[src/rtl/sram_tmg_pkg.sv]
package sram_tmg_pkg;

    localparam int CFG_W   = 16;
    localparam int RW_W    = 4;
    localparam int WW_W    = 3;
    localparam int SU_W    = 2;
    localparam int RW_LSB  = 0;
    localparam int WW_LSB  = 4;
    localparam int SU_LSB  = 8;
    localparam int BS_BIT  = 12;
    localparam int CNT_W   = RW_W + 1;

    localparam logic [CFG_W-1:0] CFG_MASK =
        CFG_W'(((1 << RW_W) - 1) << RW_LSB) |
        CFG_W'(((1 << WW_W) - 1) << WW_LSB) |
        CFG_W'(((1 << SU_W) - 1) << SU_LSB) |
        CFG_W'(1 << BS_BIT);

    typedef struct packed {
        logic [RW_W-1:0] rwait;
        logic [WW_W-1:0] wwait;
        logic [SU_W-1:0] setup;
        logic            bsel;
    } tmg_cfg_t;

    typedef enum logic [2:0] {
        ST_IDLE,
        ST_SETUP,
        ST_STROBE,
        ST_HOLD,
        ST_DONE
    } seq_state_t;

    function automatic tmg_cfg_t cfg_unpack(input logic [CFG_W-1:0] r);
        tmg_cfg_t c;
        c.rwait = r[RW_LSB +: RW_W];
        c.wwait = r[WW_LSB +: WW_W];
        c.setup = r[SU_LSB +: SU_W];
        c.bsel  = r[BS_BIT];
        return c;
    endfunction

endpackage

[src/rtl/sram_tmg_cfg.sv]
module sram_tmg_cfg
    import sram_tmg_pkg::*;
(
    input  logic             clk,
    input  logic             rst_n,
    input  logic             cfg_we,
    input  logic [CFG_W-1:0] cfg_wdata,
    output logic [CFG_W-1:0] cfg_rdata,
    output tmg_cfg_t         cfg
);

    logic [CFG_W-1:0] reg_d, reg_q;

    always_comb begin
        reg_d = reg_q;
        if (cfg_we) begin
            reg_d = cfg_wdata & CFG_MASK;
        end
    end

    always_ff @(posedge clk or negedge rst_n) begin
        if (!rst_n) reg_q <= '0;
        else        reg_q <= reg_d;
    end

    assign cfg_rdata = reg_q;
    assign cfg       = cfg_unpack(reg_q);

endmodule

[src/rtl/sram_tmg_seq.sv]
module sram_tmg_seq
    import sram_tmg_pkg::*;
#(
    parameter int AW = 16,
    parameter int DW = 32,
    parameter int NB = DW / 8
) (
    input  logic          clk,
    input  logic          rst_n,
    input  tmg_cfg_t      cfg,
    input  logic          req,
    input  logic          req_wr,
    input  logic [AW-1:0] req_addr,
    input  logic [DW-1:0] req_wdata,
    input  logic [NB-1:0] req_be,
    input  logic [DW-1:0] sram_rdata,
    output seq_state_t    state,
    output logic          acc_wr,
    output logic          acc_bsel,
    output logic [NB-1:0] acc_be,
    output logic [AW-1:0] acc_addr,
    output logic [DW-1:0] acc_wdata,
    output logic [DW-1:0] rdata,
    output logic          ack
);

    typedef struct packed {
        seq_state_t      state;
        logic [CNT_W-1:0] cnt;
        logic            wr;
        logic            bsel;
        logic [RW_W-1:0] wt;
        logic [AW-1:0]   addr;
        logic [DW-1:0]   wdata;
        logic [NB-1:0]   be;
        logic [DW-1:0]   rdata;
        logic            ack;
    } seq_regs_t;

    seq_regs_t s_d, s_q;
    logic [RW_W-1:0] wt_sel;

    always_comb begin
        if (!req_wr)                wt_sel = cfg.rwait;
        else if (cfg.wwait == '0)   wt_sel = cfg.rwait;
        else                        wt_sel = RW_W'(cfg.wwait - WW_W'(1));
    end

    always_comb begin
        s_d     = s_q;
        s_d.ack = 1'b0;
        unique case (s_q.state)
            ST_IDLE: begin
                if (req) begin
                    s_d.state = ST_SETUP;
                    s_d.cnt   = CNT_W'({cfg.setup, 1'b0});
                    s_d.wr    = req_wr;
                    s_d.bsel  = cfg.bsel;
                    s_d.wt    = wt_sel;
                    s_d.addr  = req_addr;
                    s_d.wdata = req_wdata;
                    s_d.be    = req_be;
                end
            end
            ST_SETUP: begin
                if (s_q.cnt == '0) begin
                    s_d.state = ST_STROBE;
                    s_d.cnt   = {s_q.wt, 1'b1};
                end else begin
                    s_d.cnt = s_q.cnt - CNT_W'(1);
                end
            end
            ST_STROBE: begin
                if (s_q.cnt == '0) begin
                    s_d.state = ST_HOLD;
                    s_d.cnt   = CNT_W'(1);
                    if (!s_q.wr) s_d.rdata = sram_rdata;
                end else begin
                    s_d.cnt = s_q.cnt - CNT_W'(1);
                end
            end
            ST_HOLD: begin
                if (s_q.cnt == '0) begin
                    s_d.state = ST_DONE;
                    s_d.ack   = 1'b1;
                end else begin
                    s_d.cnt = s_q.cnt - CNT_W'(1);
                end
            end
            default: begin
                s_d.state = ST_IDLE;
            end
        endcase
    end

    always_ff @(posedge clk or negedge rst_n) begin
        if (!rst_n) begin
            s_q       <= '0;
            s_q.state <= ST_IDLE;
        end else begin
            s_q <= s_d;
        end
    end

    assign state     = s_q.state;
    assign acc_wr    = s_q.wr;
    assign acc_bsel  = s_q.bsel;
    assign acc_be    = s_q.be;
    assign acc_addr  = s_q.addr;
    assign acc_wdata = s_q.wdata;
    assign rdata     = s_q.rdata;
    assign ack       = s_q.ack;

endmodule

[src/rtl/sram_tmg_pins.sv]
module sram_tmg_pins
    import sram_tmg_pkg::*;
#(
    parameter int NB = 4
) (
    input  seq_state_t    state,
    input  logic          acc_wr,
    input  logic          acc_bsel,
    input  logic [NB-1:0] acc_be,
    output logic          sram_cs_n,
    output logic          sram_rd_n,
    output logic [NB-1:0] sram_we_n,
    output logic          sram_dir_n
);

    logic in_cs, in_stb;

    always_comb begin
        in_cs     = (state == ST_SETUP) || (state == ST_STROBE) || (state == ST_HOLD);
        in_stb    = (state == ST_STROBE);
        sram_cs_n = !in_cs;
        sram_rd_n = !(in_stb && !acc_wr);
        if (acc_bsel) begin
            sram_we_n  = ~(acc_be & {NB{in_cs}});
            sram_dir_n = !(in_stb && acc_wr);
        end else begin
            sram_we_n  = ~(acc_be & {NB{in_stb && acc_wr}});
            sram_dir_n = !(in_cs && acc_wr);
        end
    end

endmodule

[src/rtl/sram_tmg_ctrl.sv]
module sram_tmg_ctrl
    import sram_tmg_pkg::*;
#(
    parameter int AW = 16,
    parameter int DW = 32,
    parameter int NB = DW / 8
) (
    input  logic             clk,
    input  logic             rst_n,
    input  logic             cfg_we,
    input  logic [CFG_W-1:0] cfg_wdata,
    output logic [CFG_W-1:0] cfg_rdata,
    input  logic             req,
    input  logic             req_wr,
    input  logic [AW-1:0]    req_addr,
    input  logic [DW-1:0]    req_wdata,
    input  logic [NB-1:0]    req_be,
    output logic             ack,
    output logic [DW-1:0]    rdata,
    output logic             sram_cs_n,
    output logic             sram_rd_n,
    output logic [NB-1:0]    sram_we_n,
    output logic             sram_dir_n,
    output logic [AW-1:0]    sram_addr,
    output logic [DW-1:0]    sram_wdata,
    input  logic [DW-1:0]    sram_rdata
);

    tmg_cfg_t      cfg;
    seq_state_t    state;
    logic          acc_wr, acc_bsel;
    logic [NB-1:0] acc_be;

    sram_tmg_cfg u_cfg (
        .clk       (clk),
        .rst_n     (rst_n),
        .cfg_we    (cfg_we),
        .cfg_wdata (cfg_wdata),
        .cfg_rdata (cfg_rdata),
        .cfg       (cfg)
    );

    sram_tmg_seq #(.AW(AW), .DW(DW), .NB(NB)) u_seq (
        .clk        (clk),
        .rst_n      (rst_n),
        .cfg        (cfg),
        .req        (req),
        .req_wr     (req_wr),
        .req_addr   (req_addr),
        .req_wdata  (req_wdata),
        .req_be     (req_be),
        .sram_rdata (sram_rdata),
        .state      (state),
        .acc_wr     (acc_wr),
        .acc_bsel   (acc_bsel),
        .acc_be     (acc_be),
        .acc_addr   (sram_addr),
        .acc_wdata  (sram_wdata),
        .rdata      (rdata),
        .ack        (ack)
    );

    sram_tmg_pins #(.NB(NB)) u_pins (
        .state      (state),
        .acc_wr     (acc_wr),
        .acc_bsel   (acc_bsel),
        .acc_be     (acc_be),
        .sram_cs_n  (sram_cs_n),
        .sram_rd_n  (sram_rd_n),
        .sram_we_n  (sram_we_n),
        .sram_dir_n (sram_dir_n)
    );

endmodule

[config.mk]
export PLATFORM = sky130hd
export DESIGN_NAME = sram_tmg_ctrl
export DESIGN_NICKNAME = d
export VERILOG_FILES = /design/src/rtl/sram_tmg_pkg.sv /design/src/rtl/sram_tmg_cfg.sv /design/src/rtl/sram_tmg_seq.sv /design/src/rtl/sram_tmg_pins.sv /design/src/rtl/sram_tmg_ctrl.sv
export SDC_FILE = /design/constraint.sdc
export NUM_CORES = 1
export LEC_CHECK = 0
export BUFFER_PORTS_ARGS = -buffer_cell sky130_fd_sc_hd__buf_2
export CAP_MARGIN = 25
export CORE_MARGIN = 4
export CORE_UTILIZATION = 24
export CTS_BUF_LIST = sky130_fd_sc_hd__clkbuf_4
export DETAILED_ROUTE_END_ITERATION = 10
export RECOVER_POWER = 50
export SLEW_MARGIN = 0
export SYNTH_ARGS = -nofsm -noshare
export SYNTH_HDL_FRONTEND = slang
export SYNTH_HIERARCHICAL = 1
export SYNTH_SLANG_ARGS = --single-unit
[constraint.sdc]
create_clock -name clk -period 5.7 [get_ports clk]
set_clock_uncertainty 0.05 [all_clocks]
set_input_delay 0.285 -clock clk [delete_from_list [all_inputs] [get_ports clk]]
set_output_delay 0.285 -clock clk [all_outputs]
set_load 0.1 [all_outputs]
# --- Word level (Yosys, flattened, before mapping) ---
# Cells that the tools add are included.
word_totals:
  regBits: 109
  input_bits: 105
  output_inout_bits: 104
  wordCells: 59
op_classes:
  addsub: 2
  n_eq_ne: 8
  n_mux: 15
  bitwise_logic: 5
  reduce_logical: 18
ops:
  columns: ["cell", "count"]
  rows:
  - ["66-bit two-way mux", 1]
  - ["5-bit one-hot mux with 4 select lines", 1]
  - ["5-bit two-way mux", 3]
  - ["4-bit two-way mux", 3]
  - ["3-bit one-hot mux with 4 select lines", 1]
  - ["2-bit inequality test (second input constant)", 5]
  - ["3-bit two-way mux", 3]
  - ["4-bit bitwise AND", 2]
  - ["4-bit NOT", 2]
  - ["3-bit by 2-bit == test with 1-bit output (second input constant)", 2]
  - ["3-bit logical NOT", 2]
  - ["3-bit AND reduction", 2]
  - ["1-bit logical NOT", 5]
  - ["5-bit logical NOT", 1]
  - ["5-bit by 1-bit subtractor with 5-bit output (second input constant)", 1]
  - ["4-bit AND reduction", 1]
  - ["4-bit nonzero test", 1]
  - ["3-bit by 1-bit subtractor with 4-bit output (second input constant)", 1]
  - ["3-bit by 1-bit == test with 1-bit output (second input constant)", 1]
  - ["1-bit logical AND", 3]
  - ["1-bit two-way mux", 3]
  - ["1-bit logical OR", 2]
  - ["2-bit AND reduction", 1]
  - ["1-bit NOT", 1]

# --- Logic depth before layout (Yosys ltp) ---
logic_depth:
  ltp_word: 6
  ltp_mapped: 8
  ltp_nobuf: 6

# --- Hierarchy ---
# Netlist, hierarchy kept.
modules_own_cells:
  columns: ["module", "instances", "cells_each", "area_each_um2", "seq_area_each_um2"]
  rows:
  - ["sram_tmg_seq", 1, 364, 4853.4, 2477.4]
  - ["sram_tmg_cfg", 1, 38, 535.5, 250.2]
  - ["sram_tmg_pins", 1, 12, 83.8, 0.0]

# --- Worst setup path before layout ---
# Ideal clock, no wire load.
synth_path:
  path_kind: "reg2out"
  from: "register u_seq/state[0] (netlist name)"
  to: "output sram_we_n[0]"
  arrival_time_ps: 2140
  slack_ps: 3225
  stages_incl_launch_ff: 4
  cell_sequence: "dfrtp_1 > buf_4 > and2b_4 > o2111ai_1"
synth_via:
  elab_chain_len: 6
synth_rtl:
  columns: ["item", "line_no", "source"]
  rows:
  - ["3-bit by 1-bit == test with 1-bit output or 3-bit by 2-bit == test with 1-bit output (tied branches)", "sram_tmg_pins.sv:19, sram_tmg_pins.sv:20", null]
  - ["1-bit logical OR (2 in series)", "sram_tmg_pins.sv:19", "in_cs = (state == ST_SETUP) || (state == ST_STROBE) || (state == ST_HOLD);"]
  - ["4-bit bitwise AND", "sram_tmg_pins.sv:24", "sram_we_n = ~(acc_be & {NB{in_cs}});"]
  - ["4-bit NOT", "sram_tmg_pins.sv:24", null]
  - ["4-bit two-way mux *", "sram_tmg_pins.sv:23", "if (acc_bsel) begin"]
  - ["end, declared", "sram_tmg_ctrl.sv:22", "output logic [NB-1:0] sram_we_n,"]
# Mark *: on every way between the ends. The rest lies on a longest branch, timed or not.

# --- Worst setup path after layout ---
layout_path:
  from: "register u_seq/s_q[91] in the netlist's numbering"
  to: "register u_seq.s_q (netlist bit u_seq/rdata[16])"
layout_via:
  elab_chain_len: 2
layout_rtl:
  columns: ["item", "line_no", "source"]
  rows:
  - ["start, declared", "sram_tmg_seq.sv:40", "seq_regs_t s_d, s_q;"]
  - ["5-bit logical NOT", "sram_tmg_seq.sv:74", "if (s_q.cnt == '0) begin"]
  - ["3-bit AND reduction (no source line)", null, null]
# Every way passes these cells.
# A chain may end at the register's enable or synchronous reset.

==> flow_metrics.py <==
metrics = {
    "clock_tree": {
        "cts_setup_buffers": 0,
        "clockRootBuffer": "sky130_fd_sc_hd__clkbuf_4",
        "tritoncts": "built",
        "count_of_h_tree_levels_built_during_cts": 3,
        "postCtsHoldBufs": 96,
        "cts-buffers-inserted": 9,
        "clock_sink_count": 109,
        "cts_resized": 0,
        "clock_path_buffers": 2,
        "clock_latency_ns": 0.50,
        "path_clk_slew_ns": 0.20,
    },
    "logic_synthesis": {
        "ys_warn_count": 6,
        "asyncSetResetFlopFracSynth": 1.00,
        "postSynthCellCount": 414,
        "synth_seq_area_share": 0.498,
        "synth.avg_cell_area_um2": 13.2,
        "synth-edff-count": 0,
        "netlist-cell-type-count": 50,
        "dominantRegCellSynth": "sky130_fd_sc_hd__dfrtp_1",
        "netlist_area_um2": 5470,
        "synth-seq-cells": 109,
    },
    "grt": {
        "grt_pass1_vias": 3949,
        "grt-ovfl-total": 0,
        "grt_pass1_wl_um": 21400,
        "pin_count_of_the_biggest_net_entering_global_routing": 65,
        "top_usage_layer": "met2",
        "met2_track_demand_over_resource": 0.176,
        "global_route.usage.total": 0.104,
        "grt_util_met1": 0.123,
        "grt_antenna_before_repair": 0,
        "gr-usage-met3": 0.0406,
    },
    "setup_path": {
        "critPathCaptureType": "flop",
        "cp_data_required_time_ns": 6.03,
        "worst_ep_arrival_time_ns": 4.03,
        "critical_path_peak_fanout": 17,
        "nature_of_the_critical_path_startpoint": "flop",
        "critical-path-slowest-cell": "sky130_fd_sc_hd__or4_2",
        "worst_path_largest_cell_delay_ns": 0.95,
        "crit_chain": "inv_1 -> ha_1 -> nor4b_1 -> nand2_2 -> or4_2 -> buf_16 -> mux2_4",
        "worst-setup-path-type": "reg2reg",
    },
    "layout": {
        "syn_to_final_growth_pct": 26.6,
        "nFillCells": 2278,
        "layout-drive-gt1-share": 0.360,
        "antenna-diode-count": 0,
        "final_util": 0.314,
        "nets": 715,
    },
    "placement": {
        "hpwl_um": 8100,
        "placement.io_buffers": 196,
        "globalplace.congestion": 0.775,
    },
    "sta": {
        "report.final.hold_viol_count": 0,
        "final.period_utilization": 0.649,
        "fmaxAchievable_mhz": 270,
        "setup_total_negative_slack_ns": 0,
        "setup_viol": 0,
        "timing.max_slew.rel_slack": -0.732,
        "final_period_minus_worst_setup_slack_ns": 3.70,
        "worst_pin_slew_ns": 2.60,
        "grt_setup_unrepaired": "no",
        "maxSlewViolCount": 47,
    },
    "die": {
        "design.core.area_um2": 22100,
        "floorplan.die.width_um": 159,
        "die_area_um2": 25300,
        "fp-row-count": 54,
        "fp.dieH_um": 159,
        "io_pins": 209,
        "start_util": 0.248,
    },
    "route": {
        "firstDrtPassIters": 4,
        "final_antenna_net_count": 0,
        "vias": 3621,
        "postRouteWirelength_um": 13000,
        "route.detailed.vias_per_inst": 4.06,
        "drc_errors": 0,
        "first_iter_violations": 243,
        "wl_per_cell_um": 14.6,
    },
    "outcome": {
        "outcome": "finished, violations left",
        "violations": "max-capacitance violations, max-slew violations",
    },
    "hold_path": {
        "hp-class": "in2reg",
    },
    "flow_run": {
        "maxCapViolCount": 1,
    },
}
logic make-up (layout without fill, tap and decap cells):
| family | Yosys count | in the layout | share of synthesized area |
|---|---|---|---|
| buf+inv | 129 | 321 | 0.172 |
| flops | 109 | 109 | 0.498 |
| mux | 99 | 99 | 0.231 |
| simple gates | 41 | 41 | 0.0460 |
| compound gates | 29 | 29 | 0.0393 |
| fa+ha+maj | 4 | 4 | 0.00915 |
| xor+xnor | 2 | 2 | 0.00320 |
| other cells | 1 | 6 | 0.000685 |
worst max-delay path, delay by kind of cell (launching register included):
family | cells | cell delay [ns]
adders and majority gates | 1 | 0.25
buffers and inverters | 2 | 0.45
DFF | 1 | 0.45
muxes | 1 | 0.30
and+or+nand+nor | 3 | 2.06
cells in the mapped netlist, types with 2 or more instances:
library cell                instances  area share
sky130_fd_sc_hd__or2_2              2      0.0023
sky130_fd_sc_hd__o21ai_0            4      0.0037
sky130_fd_sc_hd__mux2_4            40        0.11
sky130_fd_sc_hd__nand2_1            9      0.0062
sky130_fd_sc_hd__buf_12             3       0.011
sky130_fd_sc_hd__clkbuf_1          10      0.0069
sky130_fd_sc_hd__a21oi_1            4      0.0037
sky130_fd_sc_hd__buf_4            103        0.14
sky130_fd_sc_hd__nor3_1             4      0.0037
sky130_fd_sc_hd__a31oi_1            2      0.0023
sky130_fd_sc_hd__buf_6              3      0.0062
sky130_fd_sc_hd__mux2_2            58        0.12
sky130_fd_sc_hd__dfrtp_1          109        0.50
sky130_fd_sc_hd__o32a_1             2      0.0037
sky130_fd_sc_hd__o2111ai_1          5      0.0080
sky130_fd_sc_hd__ha_1               4      0.0091
sky130_fd_sc_hd__nor4_1             2      0.0023
sky130_fd_sc_hd__nor2_1             6      0.0041
sky130_fd_sc_hd__nor3b_1            3      0.0041
sky130_fd_sc_hd__or4_1              3      0.0041
sky130_fd_sc_hd__inv_1              9      0.0062
area by class of cell:
class,count,area [um^2],area share
clock buffers,9,67.6,0.00975
clock inverters,7,104,0.0150
inverters,9,33.8,0.00488
multi-input cells,181,1770,0.255
flip-flops and latches,109,2730,0.394
well taps,280,350,0.0506
repair buffers,296,1870,0.271
sequential cells by signal, summed over array words and instances (netlist names), 3 cells and up:
register / count
u_cfg/cfg_rdata: 10
u_seq/rdata: 32
u_seq/state: 3
u_seq/s_q: 9
u_seq/acc_addr: 16
u_seq/acc_wdata: 32
u_seq/acc_be: 4
stage by stage:
step           instances  hold WS (ns)  cell area (um^2)  setup slack (ns)
3_3_place_gp         778         0.302              5940              2.64
6_report             891         0.108              6930              2.00
4_1_cts              890        0.0352              7080              2.56
2_1_floorplan        419       -0.0606              5490              3.23
3_5_place_dp         778         0.298              5940              2.62
5_1_grt              891        0.0666              6930              1.79
per-layer routing:
metal	wire length (um)	up-vias
met5	0	-
met4	142	0
met3	1020	11
met2	6150	146
met1	5670	1754
li1	-	1710
layout by cell type (no fill, tap or decap), drive strengths merged, types with 3 or more instances in the layout:
master and count:
dfrtp 109, buf 108, clkbuf 101, mux2 98, dlygate4sd3 96, inv 12, nand2 10, conb 6
nor2 6, o2111ai 5, o21ai 5, nor3 4, a21oi 4, ha 4, nor3b 3, or2 3
or4 3
final timing paths:
kind / end / depth (start not counted) / slack [ns] / from
max in group asynchronous: u_seq/rdata[8] / 3 / 2.55 / rst_n
hold reg to reg: u_seq/acc_wdata[17] / 1 / 0.48 / u_seq/acc_wdata[17]
min in group asynchronous: u_seq/rdata[19] / 2 / 1.10 / rst_n
hold / removal: u_seq/state[0] / 3 / 0.11 / req
setup / recovery: u_seq/rdata[16] / 7 / 2.00 / u_seq/s_q[91]
setup reg to reg: u_seq/rdata[16] / 7 / 2.00 / u_seq/s_q[91]
Power is left out: the tool's default activity adds up to more than one toggle a clock period on the data nets, which glitch-free logic cannot reach.
